==> src/rtl/olat_pkg.sv <==
package olat_pkg;

    // Flag state kept beside the latched word
    typedef struct packed {
        logic rdy;     // unread word present
        logic hi_acc;  // upper-byte access active last cycle
    } flag_t;

    typedef enum logic {
        LANE_LO = 1'b0,
        LANE_HI = 1'b1
    } lane_e;

endpackage

==> src/rtl/olat_hold.sv <==
module olat_hold #(
    parameter int WORD_W = 16
) (
    input  logic              clk,
    input  logic              rst_n,
    input  logic              cnv_done,
    input  logic [WORD_W-1:0] cnv_word,
    input  logic              hi_access,
    output logic [WORD_W-1:0] word_q,
    output logic              rdy_q
);
    import olat_pkg::*;

    typedef struct packed {
        logic [WORD_W-1:0] word;
        flag_t             flg;
    } state_t;

    state_t st_d, st_q;

    always_comb begin
        st_d            = st_q;
        st_d.flg.hi_acc = hi_access;
        if (cnv_done) begin
            st_d.word    = cnv_word;
            st_d.flg.rdy = 1'b1;
        end else if (st_q.flg.hi_acc && !hi_access) begin
            st_d.flg.rdy = 1'b0;
        end
    end

    always_ff @(posedge clk or negedge rst_n) begin
        if (!rst_n) begin
            st_q <= '0;
        end else begin
            st_q <= st_d;
        end
    end

    assign word_q = st_q.word;
    assign rdy_q  = st_q.flg.rdy;

    AST_LOAD_SETS_READY: assert property (@(posedge clk) disable iff (!rst_n)
        cnv_done |=> (rdy_q && word_q == $past(cnv_word)));

    AST_HI_END_CLEARS: assert property (@(posedge clk) disable iff (!rst_n)
        (st_q.flg.hi_acc && !hi_access && !cnv_done) |=> !rdy_q);

    AST_NO_HI_END_KEEPS: assert property (@(posedge clk) disable iff (!rst_n)
        (rdy_q && !(st_q.flg.hi_acc && !hi_access)) |=> rdy_q);

    AST_WORD_HELD: assert property (@(posedge clk) disable iff (!rst_n)
        !cnv_done |=> $stable(word_q));

    AST_COLLIDE_KEEPS: assert property (@(posedge clk) disable iff (!rst_n)
        (cnv_done && st_q.flg.hi_acc && !hi_access) |=> rdy_q);

endmodule

==> src/rtl/olat_fmt.sv <==
module olat_fmt #(
    parameter int WORD_W = 16
) (
    input  logic [WORD_W-1:0] word_in,
    input  logic              bipolar,
    input  logic              twos_sel,
    output logic [WORD_W-1:0] word_out
);
    localparam int SIGN_BIT = WORD_W - 1;

    logic flip_sign;
    assign flip_sign = bipolar & twos_sel;

    for (genvar b = 0; b < WORD_W; b++) begin : g_bit
        if (b == SIGN_BIT) begin : g_sign
            assign word_out[b] = word_in[b] ^ flip_sign;
        end else begin : g_pass
            assign word_out[b] = word_in[b];
        end
    end

endmodule

==> src/rtl/olat_lane.sv <==
module olat_lane #(
    parameter int WORD_W = 16,
    parameter int BYTE_W = 8
) (
    input  logic              clk,
    input  logic              rst_n,
    input  logic [WORD_W-1:0] word,
    input  logic              lane_sel,
    input  logic              port_open,
    output logic [BYTE_W-1:0] bus_data,
    output logic              bus_oe
);
    import olat_pkg::*;

    localparam int NLANES = WORD_W / BYTE_W;

    logic [BYTE_W-1:0] lanes [NLANES];

    for (genvar l = 0; l < NLANES; l++) begin : g_lane
        assign lanes[l] = word[l*BYTE_W +: BYTE_W];
    end

    lane_e pick;
    assign pick = lane_e'(lane_sel);

    always_comb begin
        bus_oe   = port_open;
        bus_data = '0;
        if (port_open) begin
            bus_data = (pick == LANE_HI) ? lanes[NLANES-1] : lanes[0];
        end
    end

    AST_CLOSED_QUIET: assert property (@(posedge clk) disable iff (!rst_n)
        !bus_oe |-> (bus_data == '0));

endmodule

==> src/rtl/conv_out_latch.sv <==
module conv_out_latch #(
    parameter int WORD_W = 16,
    parameter int BYTE_W = 8
) (
    input  logic              clk,
    input  logic              rst_n,
    input  logic              cnv_done,
    input  logic [WORD_W-1:0] cnv_word,
    input  logic              bipolar,
    input  logic              twos_sel,
    input  logic              cs,
    input  logic              rd,
    input  logic              hi_sel,
    output logic [BYTE_W-1:0] bus_data,
    output logic              bus_oe,
    output logic              data_ready
);
    logic              port_open;
    logic              hi_access;
    logic [WORD_W-1:0] held_word;
    logic [WORD_W-1:0] shown_word;

    assign port_open = cs & rd;
    assign hi_access = port_open & hi_sel;

    olat_hold #(.WORD_W(WORD_W)) u_hold (
        .clk       (clk),
        .rst_n     (rst_n),
        .cnv_done  (cnv_done),
        .cnv_word  (cnv_word),
        .hi_access (hi_access),
        .word_q    (held_word),
        .rdy_q     (data_ready)
    );

    olat_fmt #(.WORD_W(WORD_W)) u_fmt (
        .word_in  (held_word),
        .bipolar  (bipolar),
        .twos_sel (twos_sel),
        .word_out (shown_word)
    );

    olat_lane #(.WORD_W(WORD_W), .BYTE_W(BYTE_W)) u_lane (
        .clk       (clk),
        .rst_n     (rst_n),
        .word      (shown_word),
        .lane_sel  (hi_sel),
        .port_open (port_open),
        .bus_data  (bus_data),
        .bus_oe    (bus_oe)
    );

    AST_OE_FOLLOWS_STROBES: assert property (@(posedge clk) disable iff (!rst_n)
        (cs && rd) |-> bus_oe);

endmodule

==> config.mk <==
export PLATFORM = sky130hd
export DESIGN_NAME = conv_out_latch
export DESIGN_NICKNAME = d
export VERILOG_FILES = /design/src/rtl/olat_pkg.sv /design/src/rtl/olat_hold.sv /design/src/rtl/olat_fmt.sv /design/src/rtl/olat_lane.sv /design/src/rtl/conv_out_latch.sv
export SDC_FILE = /design/constraint.sdc
export NUM_CORES = 1
export LEC_CHECK = 0
export BUFFER_PORTS_ARGS = -buffer_cell sky130_fd_sc_hd__buf_2
export CORE_MARGIN = 2
export CORE_UTILIZATION = 50
export CTS_CLUSTER_DIAMETER = 120
export DETAILED_ROUTE_END_ITERATION = 7
export GPL_TIMING_DRIVEN = 0
export PLACE_DENSITY = 0.82
export SLEW_MARGIN = 20
export SYNTH_ARGS = -nofsm -noshare
export SYNTH_HDL_FRONTEND = slang
export SYNTH_SLANG_ARGS = --single-unit
==> constraint.sdc <==
create_clock -name clk -period 1.2 [get_ports clk]
set_input_delay 0.06 -clock clk [delete_from_list [all_inputs] [get_ports clk]]
set_output_delay 0.06 -clock clk [all_outputs]
set_load 0.005 [all_outputs]
==> impl_metrics.env, run 1 <==
export IMPL_status="finished, violations left"
export IMPL_violations="negative setup slack"
export IMPL_fp_dieW_um=45.56
export IMPL_setup_viol=1
export IMPL_period_needed_ns=1.215
export IMPL_grt_start_max_net_pins=19
export IMPL_max_vdd_ir_drop_uv=820.4
export IMPL_endpoint_kind="primary output"
export IMPL_ff2ff_setup_slack_ns=0.30
export IMPL_dr_pass1_iters=4
export IMPL_r2r_start="u_hold.word_q[15]$_DFFE_PN0P_"
export IMPL_synth_top_cells_by_area="dfrtp_1 (52%), mux2_4 (16%), mux2_2 (9.1%)"
export IMPL_cts_sinks=18
export IMPL_clk_latency_ns=0.28
export IMPL_dr_total_vias=668
export IMPL_synth_nets=84
export IMPL_syn_inst=60
export IMPL_synth_xor_area_share=0
export IMPL_grt_pass1_wl_mm=2.870
export IMPL_maxSlewViolCount=0
export IMPL_rsz0062_at_grt="true"
export IMPL_multi_input_area_um2=370.4
export IMPL_post_synth_top_count_cell="dfrtp_1"
export IMPL_hold_viol_final=0
export IMPL_yosysWarnings=0
export IMPL_crit_start="u_hold.word_q[15]$_DFFE_PN0P_"
export IMPL_worstHoldStart="cnv_word[14]"
export IMPL_synthSimpleGateAreaFrac=0.06087
export IMPL_ant_nets=0
export IMPL_synth_adder_area_share=0
export IMPL_cts_resized=0
export IMPL_yosysUniqueCellTypes=17
export IMPL_routed_via_density=5.219
export IMPL_grt_ovfl_total=0
export IMPL_numPortBuffers=31
export IMPL_cts_root_buf="clkbuf_4"
export IMPL_max_cap_violations=0
export IMPL_register_area_um2=450.4
export IMPL_drtIter0Drc=6
export IMPL_clk_pin_slew_ns=0.11
export IMPL_htree_levels=1
export IMPL_crit_type="register to primary output"
export IMPL_clock_skew_ns=0.005240
export IMPL_synth_top_area_frac=0.5217
export IMPL_start_util=0.5169
export IMPL_area_growth_syn_to_layout_pct=42.90
export IMPL_max_freq_mhz=823.3
export IMPL_synth_top_family_by_area="multiplexers"
export IMPL_synth_area_per_cell_um2=14.39
export IMPL_layout_drive_gt1_share=0.5225
export IMPL_path_max_fanout=3
export IMPL_min_delay_path_class="input port to register"
export IMPL_synthMuxAreaShare=0.3290
export IMPL_clockBufferDepth=2
export IMPL_cts_tree="yes"
export IMPL_grt_pass1_vias=660
export IMPL_die_y_um=45.56
export IMPL_worstPathArrival_ns=1.15
export IMPL_fin_nets=136
export IMPL_synth_edf_count=0
export IMPL_cp_start_kind="register"
export IMPL_fill_cells=126
export IMPL_drcViolationCount=0
export IMPL_synth_top_cell_by_area="dfrtp_1"
export IMPL_place_inst=108
export IMPL_fin_ws_ns=-0.01463
export IMPL_synth_seq_cells=18
export IMPL_ys_top_cells_by_count="dfrtp_1 (18), mux2_4 (9), mux2_2 (7), mux2i_1 (7), nor2_1 (7)"
export IMPL_rows=15
export IMPL_period_share=1.012
export IMPL_max_slew_margin=0.7375
export IMPL_pwr_density_cell_mw_per_mm2=1084
export IMPL_synth_area_um2=863.3
export IMPL_synth_ff_type="dfrtp_1"
export IMPL_coreArea_mm2=0.001670
export IMPL_wl_mm=1.921
export IMPL_synth_compound_gate_area_share=0.03913
export IMPL_pin_count=34
export IMPL_cts_made_buffers=3
export IMPL_grt_antenna_before_repair=0
export IMPL_synth_seq_area_share=0.5217
export IMPL_die_area_mm2=0.002075
export IMPL_grt_usage=0.1944
export IMPL_required_ns=1.14
export IMPL_place_congestion=0.6586
export IMPL_diodes=0
export IMPL_p_leak_nw=0.6327
export IMPL_async_reset_ff_frac=1.000
export IMPL_place_ws_ns=0.2910
export IMPL_tightest_slew_ns=0.3938
export IMPL_fin_cells=128
export IMPL_wl_per_cell_um=15.01
[final timing paths]
check,endpoint,depth (start not counted)
min reg2reg,u_hold.rdy_q$_DFFE_PN0P_,1
max reg2reg,u_hold.word_q[15]$_DFFE_PN0P_,2
max,bus_data[7],3
min,u_hold.word_q[14]$_DFFE_PN0P_,2
max in group asynchronous,u_hold.word_q[6]$_DFFE_PN0P_,2
min in group asynchronous,u_hold.word_q[8]$_DFFE_PN0P_,2
[layer usage]
metal / vias up / routed length [um] / part of all wire / GRT usage
met5: - / 0 / 0 / 0
met4: 0 / 22 / 0.011 / 0.05294
met3: 2 / 109 / 0.057 / 0.03968
met2: 31 / 1004 / 0.52 / 0.3549
met1: 323 / 786 / 0.41 / 0.2267
li1: 312 / - / - / -
[cell families (layout without fill, tap and decap cells)]
| kind of cell | count (synthesis) | count (layout) |
|---|---|---|
| muxes | 23 | 23 |
| DFF | 18 | 18 |
| and+or+nand+nor | 11 | 11 |
| buffers and inverters | 4 | 55 |
| AOI/OAI and AO/OA | 4 | 4 |
[cell type report]
type	instances	share of cell area
plain buffers	3	0.03144
clock buffers	4	0.02941
inverters	1	0.003043
multi-input cells	38	0.3002
flip-flops and latches	18	0.3651
well taps	17	0.01724
repair buffers	47	0.2536
[worst max-delay path, stage by stage, from the launching register on]
cell and delay (ns):
dfrtp_1 0.37, a21bo_2 0.22, a31oi_1 0.15, buf_2 0.13
[cells in the final DEF, fill, tap and decap left out, drive strengths merged]
| cell | instances |
|---|---|
| dfrtp | 18 |
| a21bo | 1 |
| dlygate4sd3 | 15 |
| o211ai | 1 |
| and3 | 1 |
| o22a | 1 |
| mux2 | 16 |
| mux2i | 7 |
| buf | 35 |
| nand2b | 1 |
| nand2 | 1 |
| a31oi | 1 |
| nor2 | 7 |
| clkbuf | 4 |
| inv | 1 |
| nand3b | 1 |
[power breakdown]
group	switching, mW	internal (mW)	total (mW)
Clock	0.184	0.184	0.369
Combinational	0.0958	0.177	0.273
Sequential	0.0323	0.663	0.696
Total	0.312	1.03	1.34
[sequential cells by signal, indices dropped and copies added (netlist names)]
name and count:
u_hold.rdy_q 1, u_hold.word_q 16, u_hold.st_q 1
[per-stage QoR]
step	setup TNS (ns)	utilization	cell area [um^2]	total power, mW	hold WS [ns]
6_report	-0.01463	0.7386	1234	1.337	0.009453
5_1_grt	-0.05054	0.7386	1234	1.393	0.006537
4_1_cts	-0.03599	0.7386	1234	1.350	0.004217
3_5_place_dp	0	0.6225	1040	0.9374	0.008612
3_3_place_gp	0	0.6225	1040	0.9269	0.006734
2_1_floorplan	0	-	863.3	0.8457	-0.2356
[repair_timing]
action | in CTS | in global routing
setup buffers | 1 | 0
pin swaps | 0 | 0
endpoints found under the setup margin | 1 | 1
endpoints found under the hold margin | 32 | 0
hold buffers | 15 | 0
No activity file was read; power rests on OpenSTA's default activity.
==> inputs of run 2 (changes only) <==
--- a/config.mk
+++ b/config.mk
@@ -7,12 +7,14 @@
 export LEC_CHECK = 0
 export BUFFER_PORTS_ARGS = -buffer_cell sky130_fd_sc_hd__buf_2
 export CORE_MARGIN = 2
-export CORE_UTILIZATION = 50
+export CORE_UTILIZATION = 54
 export CTS_CLUSTER_DIAMETER = 120
 export DETAILED_ROUTE_END_ITERATION = 7
 export GPL_TIMING_DRIVEN = 0
-export PLACE_DENSITY = 0.82
+export PLACE_DENSITY = 0.83
+export SETUP_SLACK_MARGIN = 0.3
 export SLEW_MARGIN = 20
 export SYNTH_ARGS = -nofsm -noshare
 export SYNTH_HDL_FRONTEND = slang
+export SYNTH_HIERARCHICAL = 1
 export SYNTH_SLANG_ARGS = --single-unit
==> run 2 against run 1 <==
Critical path depth rose by 2. Routed wire length grew 60%. Die area up 18%. Clock skew is 0.0051 ns lower. Largest power group unchanged. Hold slack better by 0.064 ns. Register-to-register slack worse by 0.10 ns. The run still ends with negative setup slack left. Global-route usage grew 5.2 points. Flip-flop and latch count is the same. Utilization grew 15 points. Clock-buffer cell count fell by 1. Total power rose by 21%.
==> impl_metrics.env, run 2 <==
export IMPL_status="finished, violations left"
export IMPL_violations="negative setup slack"
export IMPL_pwr_share_comb=0.379
export IMPL_fin_ws_ns=-0.1748
export IMPL_timing_setup_tns_ns=-1.077
export IMPL_syn_inst=91
export IMPL_grt_usage=0.2463
export IMPL_area_growth_syn_to_layout_pct=56.44
export IMPL_p_leak_nw=0.9044
export IMPL_ys_top_cells_by_count="buf_4 (32), dfrtp_1 (18), mux2_4 (9), mux2i_1 (8), nor2b_1 (8)"
export IMPL_ant_nets=0
export IMPL_crit_slowest_cell="dfrtp_1"
export IMPL_fin_util=0.8909
export IMPL_dr_total_vias=838
export IMPL_tightest_slew_ns=0.3980
export IMPL_setup_viol=8
export IMPL_period_share=1.146
export IMPL_async_reset_ff_frac=1.000
export IMPL_synth_area_mm2=0.001117
export IMPL_yosysUniqueCellTypes=14
export IMPL_grt_ovfl_total=0
export IMPL_final_cell_mix="buf_6 (38), buf_2 (32), dfrtp_1 (18), dlygate4sd3_1 (17), mux2_4 (11)"
export IMPL_cp_start_kind="register"
export IMPL_rsz0062_at_grt="true"
export IMPL_layout_drive_gt1_share=0.6516
export IMPL_hold_viol_final=0
export IMPL_place_congestion=0.6654
export IMPL_numPortBuffers=32
export IMPL_worstHoldStart="cnv_done"
export IMPL_synth_nets=115
export IMPL_hpwl_mm=1.360
export IMPL_max_slew_margin=0.7346
export IMPL_die_y_um=49.49
export IMPL_path_max_fanout=2
export IMPL_synth_compound_gate_area_share=0.007839
export IMPL_max_freq_mhz=727.4
export IMPL_coreArea_mm2=0.001962
export IMPL_rows=16
export IMPL_slowest_delay_ns=0.42
export IMPL_synth_top_family_by_area="multiplexers"
export IMPL_post_synth_top_count_cell="buf_4"
export IMPL_cts_sinks=18
export IMPL_synthSimpleGateAreaFrac=0.06495
export IMPL_synth_area_per_cell_um2=12.28
export IMPL_cts_made_buffers=3
export IMPL_endpoint_kind="primary output"
export IMPL_place_ws_ns=0.1925
export IMPL_sequentialPowerShare=0.437
export IMPL_fin_nets=181
export IMPL_cp_common_cell="buf_6"
export IMPL_p_clk_frac=0.184
export IMPL_multi_input_area_um2=402.9
export IMPL_min_delay_path_class="input port to register"
export IMPL_clk_pin_slew_ns=0.10
export IMPL_cts_tree="yes"
export IMPL_routed_via_density=4.604
export IMPL_clk_latency_ns=0.29
export IMPL_largest_register_ffs=16
export IMPL_synth_top_area_frac=0.4031
export IMPL_period_needed_ns=1.375
export IMPL_clock_skew_ns=0.00009634
export IMPL_die_area_mm2=0.002449
export IMPL_max_vdd_ir_drop_uv=871.2
export IMPL_fp_dieW_um=49.49
export IMPL_htree_levels=1
export IMPL_synth_edf_count=0
export IMPL_synth_ff_type="dfrtp_1"
export IMPL_crit_family="flip-flops"
export IMPL_dr_pass1_iters=2
export IMPL_synth_adder_area_share=0
export IMPL_grt_pass1_vias=948
export IMPL_synth_seq_cells=18
export IMPL_switching_share=0.2504
export IMPL_synth_top_cells_by_area="dfrtp_1 (40%), buf_4 (22%), mux2_4 (12%)"
export IMPL_wl_per_cell_um=16.88
export IMPL_r2r_start="u_hold/word_q[1]$_DFFE_PN0P_"
export IMPL_maxSlewViolCount=0
export IMPL_grt_start_max_net_pins=19
export IMPL_cts_root_buf="clkbuf_4"
export IMPL_crit_path_cell_trace="buf_6 > buf_6 > mux2i_1 > nor2b_1 > buf_2"
export IMPL_pin_count=34
export IMPL_cp_num_buf_inv=3
export IMPL_required_ns=1.14
export IMPL_synth_top_cell_by_area="dfrtp_1"
export IMPL_clockBufferDepth=2
export IMPL_crit_start="u_hold/word_q[10]$_DFFE_PN0P_"
export IMPL_synthMuxAreaShare=0.2632
export IMPL_worstPathArrival_ns=1.31
export IMPL_pwr_density_cell_mw_per_mm2=929.0
export IMPL_wl_mm=3.073
export IMPL_drcViolationCount=0
export IMPL_start_util=0.5695
export IMPL_max_cap_violations=0
export IMPL_drtIter0Drc=7
export IMPL_p_switching_uw=406.6
export IMPL_final_common_cell="buf_6"
export IMPL_yosysWarnings=6
export IMPL_synth_seq_area_share=0.4031
export IMPL_grt_antenna_before_repair=0
export IMPL_total_power_mw=1.624
export IMPL_register_area_um2=450.4
export IMPL_grt_pass1_wl_mm=4.416
export IMPL_fill_cells=91
export IMPL_diodes=0
export IMPL_internal_power_mw=1.217
export IMPL_synth_xor_area_share=0.007839
export IMPL_crit_type="register to primary output"
## run 2: worst paths after layout
| check | end | slack, ns | depth (start not counted) |
|---|---|---|---|
| worst min-delay path | u_hold/word_q[0]$_DFFE_PN0P_ | 0.07 | 2 |
| min in group asynchronous | u_hold/word_q[14]$_DFFE_PN0P_ | 0.21 | 2 |
| max in group asynchronous | u_hold/word_q[3]$_DFFE_PN0P_ | 0.71 | 2 |
| worst min register to register | u_hold/rdy_q$_DFFE_PN0P_ | 0.50 | 1 |
| worst max-delay path | bus_data[2] | -0.17 | 5 |
| worst max register to register | u_hold/word_q[1]$_DFFE_PN0P_ | 0.20 | 3 |
## run 2: stage by stage
step	hold WS [ns]	instances	instance area [um^2]
2_1_floorplan	-0.2356	91	1117
3_3_place_gp	0.006485	150	1311
3_5_place_dp	0.01343	150	1311
4_1_cts	0.005101	177	1652
5_1_grt	0.06048	182	1748
6_report	0.07323	182	1748
## run 2: cell families after synthesis
kind of cell,count (synthesis)
AND/OR/NAND/NOR,12
buffers and inverters,35
multiplexers,24
AO/OA/AOI/OAI,1
flip-flops,18
XOR/XNOR,1
## run 2: what timing repair did
action | in CTS | in global routing
setup endpoints to repair | 8 | 16
setup buffers | 8 | 4
gates cloned | 0 | 0
pin swaps | 1 | 0
endpoints found under the hold margin | 33 | 1
hold buffers | 16 | 1
resized for setup | 25 | 15
## run 2: power groups by stage
stage / combinational (mW) / clock [mW] / sequential [mW]
after floorplan: 0.296 / 0 / 0.697
after global routing: 0.650 / 0.332 / 0.714
after detailed placement: 0.388 / 0 / 0.706
final: 0.616 / 0.298 / 0.710
after CTS: 0.533 / 0.310 / 0.698
after global placement: 0.374 / 0 / 0.703
## run 2: metal layers
metal,vias up,share of wire,track usage
li1,394,-,-
met1,423,0.40,0.2823
met2,19,0.56,0.4550
met3,2,0.025,0.04545
met4,0,0.0088,0.08796
met5,-,0,0
## run 2: layout make-up
| class | count | area share |
|---|---|---|
| repair buffers | 61 | 0.2577 |
| plain buffers | 35 | 0.2219 |
| multi-input cells | 38 | 0.2305 |
| well taps | 27 | 0.01933 |
| flip-flops and latches | 18 | 0.2577 |
| clock buffers | 3 | 0.01288 |
